==> src/rtl/irq_arb_pkg.sv <==
// Package: shared outcome encoding for the interrupt level arbiter.
// Assumes nothing beyond standard SystemVerilog.
package irq_arb_pkg;
    typedef enum logic [1:0] {
        OUT_IDLE  = 2'd0,
        OUT_NONE  = 2'd1,
        OUT_TAKE  = 2'd2,
        OUT_ASYNC = 2'd3
    } arb_outcome_e;
endpackage

==> src/rtl/irq_window_scan.sv <==
// Scans one bit window of a request word. Each set bit i in [LO, HI) gives
// level i - LO + BASE, and the highest set bit wins. Also returns the in-window
// bits as a mask. Assumes 0 <= LO < HI <= DATA_W.
module irq_window_scan #(
    parameter int DATA_W = 64,
    parameter int LVL_W  = 7,
    parameter int LO     = 4,
    parameter int HI     = 16,
    parameter int BASE   = 1
) (
    input  logic [DATA_W-1:0] bits_i,
    output logic [DATA_W-1:0] mask_o,
    output logic [LVL_W-1:0]  level_o,
    output logic              any_o
);
    logic [DATA_W-1:0] in_window;

    // static window mask, one bit per position
    for (genvar g = 0; g < DATA_W; g++) begin : g_win
        assign in_window[g] = (g >= LO) && (g < HI);
    end

    assign mask_o = bits_i & in_window;
    assign any_o  = |mask_o;

    // ascending scan: a later set bit replaces an earlier level
    always_comb begin
        level_o = '0;
        for (int i = LO; i < HI; i++) begin
            if (bits_i[i]) level_o = LVL_W'(i - LO + BASE);
        end
    end
endmodule

==> src/rtl/irq_take_decide.sv <==
// Merges software and external scan results and decides the outcome of one
// evaluation. External sources override software sources. Any nonzero
// asynchronous request turns the outcome into an error.
module irq_take_decide
    import irq_arb_pkg::*;
#(
    parameter int DATA_W = 64,
    parameter int LVL_W  = 7
) (
    input  logic              eval_i,
    input  logic [DATA_W-1:0] sw_mask_i,
    input  logic [LVL_W-1:0]  sw_level_i,
    input  logic [DATA_W-1:0] ext_mask_i,
    input  logic [LVL_W-1:0]  ext_level_i,
    input  logic              ext_any_i,
    input  logic [LVL_W-1:0]  cur_level_i,
    input  logic [DATA_W-1:0] async_i,
    output logic [DATA_W-1:0] summary_o,
    output logic [LVL_W-1:0]  level_o,
    output arb_outcome_e      outcome_o
);
    // merged level and summary
    always_comb begin
        summary_o = sw_mask_i | ext_mask_i;
        level_o   = ext_any_i ? ext_level_i : sw_level_i;
    end

    // outcome selection for this cycle
    always_comb begin
        if (!eval_i)                                        outcome_o = OUT_IDLE;
        else if (|async_i)                                  outcome_o = OUT_ASYNC;
        else if ((level_o != '0) && (level_o > cur_level_i)) outcome_o = OUT_TAKE;
        else                                                outcome_o = OUT_NONE;
    end
endmodule

==> src/rtl/irq_level_arbiter.sv <==
// Top: interrupt priority level arbiter. Holds the armed-check flag, gates
// evaluation with the boundary and blocking conditions, and registers the
// trap pulse, error pulse, summary and identifier.
// Assumes the two windows lie inside DATA_W and that the levels fit in LVL_W.
module irq_level_arbiter
    import irq_arb_pkg::*;
#(
    parameter int DATA_W = 64,
    parameter int SW_LO  = 4,
    parameter int SW_HI  = 16,
    parameter int EXT_LO = 20,
    parameter int EXT_HI = 32,
    localparam int LVL_W = $clog2(DATA_W + 1)
) (
    input  logic              clk,
    input  logic              rst_n,
    input  logic              arm_check,
    input  logic              insn_boundary,
    input  logic              fault_pending,
    input  logic              pc_priv,
    input  logic              replay_pending,
    input  logic [DATA_W-1:0] sw_req,
    input  logic [DATA_W-1:0] ext_lines,
    input  logic [LVL_W-1:0]  cur_level,
    input  logic [DATA_W-1:0] async_req,
    output logic              trap_req,
    output logic [DATA_W-1:0] isr_q,
    output logic [LVL_W-1:0]  intid_q,
    output logic              async_err,
    output logic              check_pending
);
    logic [DATA_W-1:0] sw_mask, ext_mask, summary;
    logic [LVL_W-1:0]  sw_level, ext_level, win_level;
    logic              sw_any, ext_any, eval_now;
    arb_outcome_e      outcome;

    // evaluation gate: armed, at a boundary and not blocked
    assign eval_now = check_pending && insn_boundary && !fault_pending
                      && !pc_priv && !replay_pending;

    irq_window_scan #(
        .DATA_W(DATA_W), .LVL_W(LVL_W), .LO(SW_LO), .HI(SW_HI), .BASE(1)
    ) u_sw_scan (
        .bits_i(sw_req), .mask_o(sw_mask), .level_o(sw_level), .any_o(sw_any)
    );

    irq_window_scan #(
        .DATA_W(DATA_W), .LVL_W(LVL_W), .LO(EXT_LO), .HI(EXT_HI), .BASE(EXT_LO)
    ) u_ext_scan (
        .bits_i(ext_lines), .mask_o(ext_mask), .level_o(ext_level), .any_o(ext_any)
    );

    irq_take_decide #(.DATA_W(DATA_W), .LVL_W(LVL_W)) u_decide (
        .eval_i(eval_now),
        .sw_mask_i(sw_mask), .sw_level_i(sw_level),
        .ext_mask_i(ext_mask), .ext_level_i(ext_level), .ext_any_i(ext_any),
        .cur_level_i(cur_level), .async_i(async_req),
        .summary_o(summary), .level_o(win_level), .outcome_o(outcome)
    );

    // armed flag: set by request, cleared by evaluation (evaluation wins)
    always_ff @(posedge clk) begin
        if (!rst_n)        check_pending <= 1'b0;
        else if (eval_now) check_pending <= 1'b0;
        else if (arm_check) check_pending <= 1'b1;
    end

    // one-cycle pulses for trap and unsupported asynchronous request
    always_ff @(posedge clk) begin
        if (!rst_n) begin
            trap_req  <= 1'b0;
            async_err <= 1'b0;
        end else begin
            trap_req  <= (outcome == OUT_TAKE);
            async_err <= (outcome == OUT_ASYNC);
        end
    end

    // summary and identifier registers, written only on a taken interrupt
    always_ff @(posedge clk) begin
        if (!rst_n) begin
            isr_q   <= '0;
            intid_q <= '0;
        end else if (outcome == OUT_TAKE) begin
            isr_q   <= summary;
            intid_q <= win_level;
        end
    end

    logic unused_any;
    assign unused_any = sw_any;
endmodule

==> config.mk <==
export PLATFORM = sky130hd
export DESIGN_NAME = irq_level_arbiter
export DESIGN_NICKNAME = d
export VERILOG_FILES = /design/src/rtl/irq_arb_pkg.sv /design/src/rtl/irq_window_scan.sv /design/src/rtl/irq_take_decide.sv /design/src/rtl/irq_level_arbiter.sv
export SDC_FILE = /design/constraint.sdc
export NUM_CORES = 1
export LEC_CHECK = 0
export CAP_MARGIN = 30
export CORE_AREA = 2 2 107 109
export CTS_CLUSTER_DIAMETER = 30
export DETAILED_ROUTE_END_ITERATION = 16
export DIE_AREA = 0 0 109 111
export SLEW_MARGIN = 10
export SYNTH_ARGS = -nofsm -noshare
export SYNTH_HDL_FRONTEND = slang
export SYNTH_SLANG_ARGS = --single-unit
==> constraint.sdc <==
create_clock -name clk -period 4.7 [get_ports clk]
set_input_delay 1.175 -clock clk [delete_from_list [all_inputs] [get_ports clk]]
set_output_delay 1.175 -clock clk [all_outputs]
set_load 0.02 [all_outputs]
==> results of run 1 <==
routing by layer:
| metal | vias up | wire length [microns] |
|---|---|---|
| met4 | 2 | 121 |
| li1 | 1018 | - |
| met2 | 91 | 2970 |
| met3 | 12 | 509 |
| met1 | 914 | 2830 |
| met5 | - | 10 |
state kept, by name, indices dropped and copies added, names as in the netlist:
name	flops
isr_q	24
trap_req	1
check_pending	1
intid_q	5
async_err	1
power by group:
group,internal (W),switching (W)
Clock,0.000222,0.000111
Sequential,0.000272,0.000000484
Combinational,0.0000885,0.0000698
Total,0.000583,0.000181
worst paths after layout:
kind	slack [ns]	cells after the start	startpoint	end
hold reg to reg	0.48	2	intid_q[2]	intid_q[2]
setup reg to reg	2.68	8	check_pending	isr_q[25]
setup / recovery	0.50	12	sw_req[7]	isr_q[25]
hold / removal	0.48	2	intid_q[2]	intid_q[2]
cell families after synthesis:
logic type | share of synthesized area
compound gates | 0.0877
buf+inv | 0.203
flops | 0.319
simple gates | 0.223
fa+ha+maj | 0.0311
other cells | 0.00187
mux | 0.134
Yosys cell counts, types with 2 or more instances:
cell / number
buf_4: 42
dfxtp_1: 32
nand3_1: 2
nor2_1: 37
mux2i_1: 27
or4_4: 2
nand4_1: 6
nor3_1: 3
or4_1: 3
nor4_1: 19
o21ai_0: 5
a21oi_1: 4
a211oi_1: 3
clkbuf_1: 3
o21bai_1: 2
nor2b_1: 3
inv_1: 8
nand2_1: 4
buf_12: 2
ha_1: 5
metrics by stage:
stage / cells / hold slack [ns] / cell area [sq um] / power [W]
5_1_grt: 511 / 0.493 / 3530 / 0.000802
6_report: 512 / 0.478 / 3530 / 0.000764
4_1_cts: 510 / 0.475 / 3500 / 0.000771
2_1_floorplan: 270 / 0.536 / 2160 / 0.000358
3_3_place_gp: 503 / 0.446 / 3350 / 0.000432
3_5_place_dp: 503 / 0.456 / 3350 / 0.000433
worst max-delay path: stages:
cell and delay [ns]:
clkdlybuf4s50_1 0.50, or4_1 0.59, a211oi_1 0.26, o21bai_1 0.15, ha_1 0.33, a21oi_1 0.12, o21ai_0 0.09, a221o_1 0.36
o2111ai_4 0.14, buf_4 0.34, mux2i_1 0.24, nor2_1 0.06
cell usage in the layout, fill, tap and decap left out, drive strengths merged:
cell type,count
nor2b,3
nor3b,1
o31ai,1
a21oi,4
a221o,1
dfxtp,32
nand2,4
clkbuf,7
a211oi,3
o211a,1
o32ai,1
o21ai,6
o2111ai,1
or3,1
nor3,3
o31a,1
clkdlybuf4s50,133
or4,5
nor4,20
nor2,37
diode,1
o21bai,2
a2111o,1
buf,6
and2,1
inv,8
nand3,2
conb,42
nand4,6
mux2i,27
ha,5
and4,1
o21a,1
o311a,1
cell type report:
class,count,area share
Antenna cell,1,0.000709
Clock buffer,7,0.0433
Inverter,8,0.00851
Multi-Input combinational cell,182,0.320
Sequential cell,32,0.182
Tap cell,143,0.0507
Timing Repair Buffer,139,0.396
==> summary.md, run 1 <==
| Metric | Value |
|---|---|
| Layer with the highest usage | `met2` |
| Leading area contributor after synthesis | `dfxtp_1` |
| H-tree Lvls | `2` |
| Filler Cell Count | `1167` |
| GR Util met2 | `0.169` |
| Residual DRC count | `0` |
| Area grow syn2layout | `75.5%` |
| Post-DP HPWL | `5420 microns` |
| Synth unique cells | `37` |
| Overflow after GRT | `0` |
| Gpl congestion | `0.800` |
| Setup WS post-layout | `0.499 ns` |
| Clock slew at reported path FFs | `0.05 ns` |
| Initial core utilization | `0.182` |
| Post-CTS setup buffer count | `0` |
| Crit. End Element | `flop` |
| CP Data Required Time | `4.86 ns` |
| CTS resizes | `0` |
| Worst Skew | `0.00345 ns` |
| Sequential cell area | `641 sq um` |
| Synth top area cells | `dfxtp_1, buf_4, mux2i_1` |
| Crit path kind | `in -> reg` |
| Via density | `3.98` |
| Final WL | `6440 microns` |
| Pleak | `1.52 nW` |
| Height of the chip | `111 microns` |
| RSZ-0062 raised after global routing | `no` |
| Slew Limit Headroom | `0.625` |
| Part of the cycle the worst path needs | `0.894` |
| DRT antenna net count | `0` |
| Yosys top cell area share | `0.319` |
| Finish-stage setup viols | `0` |
| EDFF count, synth | `0` |
| Crit path launch type | `primary input` |
| Achievable frequency | `0.238 GHz` |
| Syn Area/Cell | `8.78 sq um` |
| Max Slew Vio Count | `0` |
| Ports | `280` |
| CP max FO | `18` |
| Hold_buf cts | `0` |
| Port Buffer Count | `133` |
| Post-Syn Area | `2010 sq um` |
| Final hold vios | `0` |
| Pin count of the biggest net entering global routing | `31` |
| Vias in the first global route | `1956` |
| Detailed Routing Iterations Pass 1 | `4` |
| GRT Util Overall | `0.106` |
| Place WS | `0.155 ns` |
| First-pass GRT wire length | `9940 microns` |
| Initial DRC count | `55` |
| Primary FF master, synth | `dfxtp_1` |
| Clk Tree Root Cell | `clkbuf_16` |
| Pwr Density | `216 nW/um^2` |
| Worst-Margin Slew | `0.557 ns` |
| Post-synthesis instance total | `229` |
| Worst Hold Class | `reg -> reg` |
| Worst-Skew Late Latency | `0.27 ns` |
| Clock sink count | `32` |
| Max_cap viols | `0` |
| Met1 Use GR | `0.134` |
| Row cnt | `39` |
| Maximum root-to-sink buffer count | `2` |
| Sequential area share after synthesis | `0.319` |
| Area of the multi-input gates | `1130 sq um` |
| Final Critical Period | `4.20 ns` |
| Initial antenna violation count | `1` |
| WL/cell | `12.6 microns` |
| Vias | `2037` |
| Die Width | `109 microns` |
| CTS tree | `built` |
| VDD IR-drop max | `0.137 mV` |
| Die Area | `12100 sq um` |
| Outcome | `complete, no violations` |
| Final net count | `579` |
| WP data arrival | `4.36 ns` |
| FFs w/ async S/R, synth | `0` |
| Share of layout cells above drive strength 1 | `0.0462` |
| Yosys warnings | `0` |
| Fin Setup TNS | `0 ns` |
| Cts bufs inserted | `5` |
| Synthesized flop and latch total | `32` |
| Core ar. | `11100 sq um` |
| Met3 GRT Util | `0.0376` |
| Final core utilization | `0.319` |
No activity file was read; power rests on OpenSTA's default activity.
==> run 2, diff against run 1 <==
--- a/config.mk
+++ b/config.mk
@@ -10,6 +10,7 @@
 export CTS_CLUSTER_DIAMETER = 30
 export DETAILED_ROUTE_END_ITERATION = 16
 export DIE_AREA = 0 0 109 111
+export HOLD_SLACK_MARGIN = 0.12
 export SLEW_MARGIN = 10
 export SYNTH_ARGS = -nofsm -noshare
 export SYNTH_HDL_FRONTEND = slang
==> results of run 2 <==
No change in the layout: final DEF, timing and power equal those of run 1.
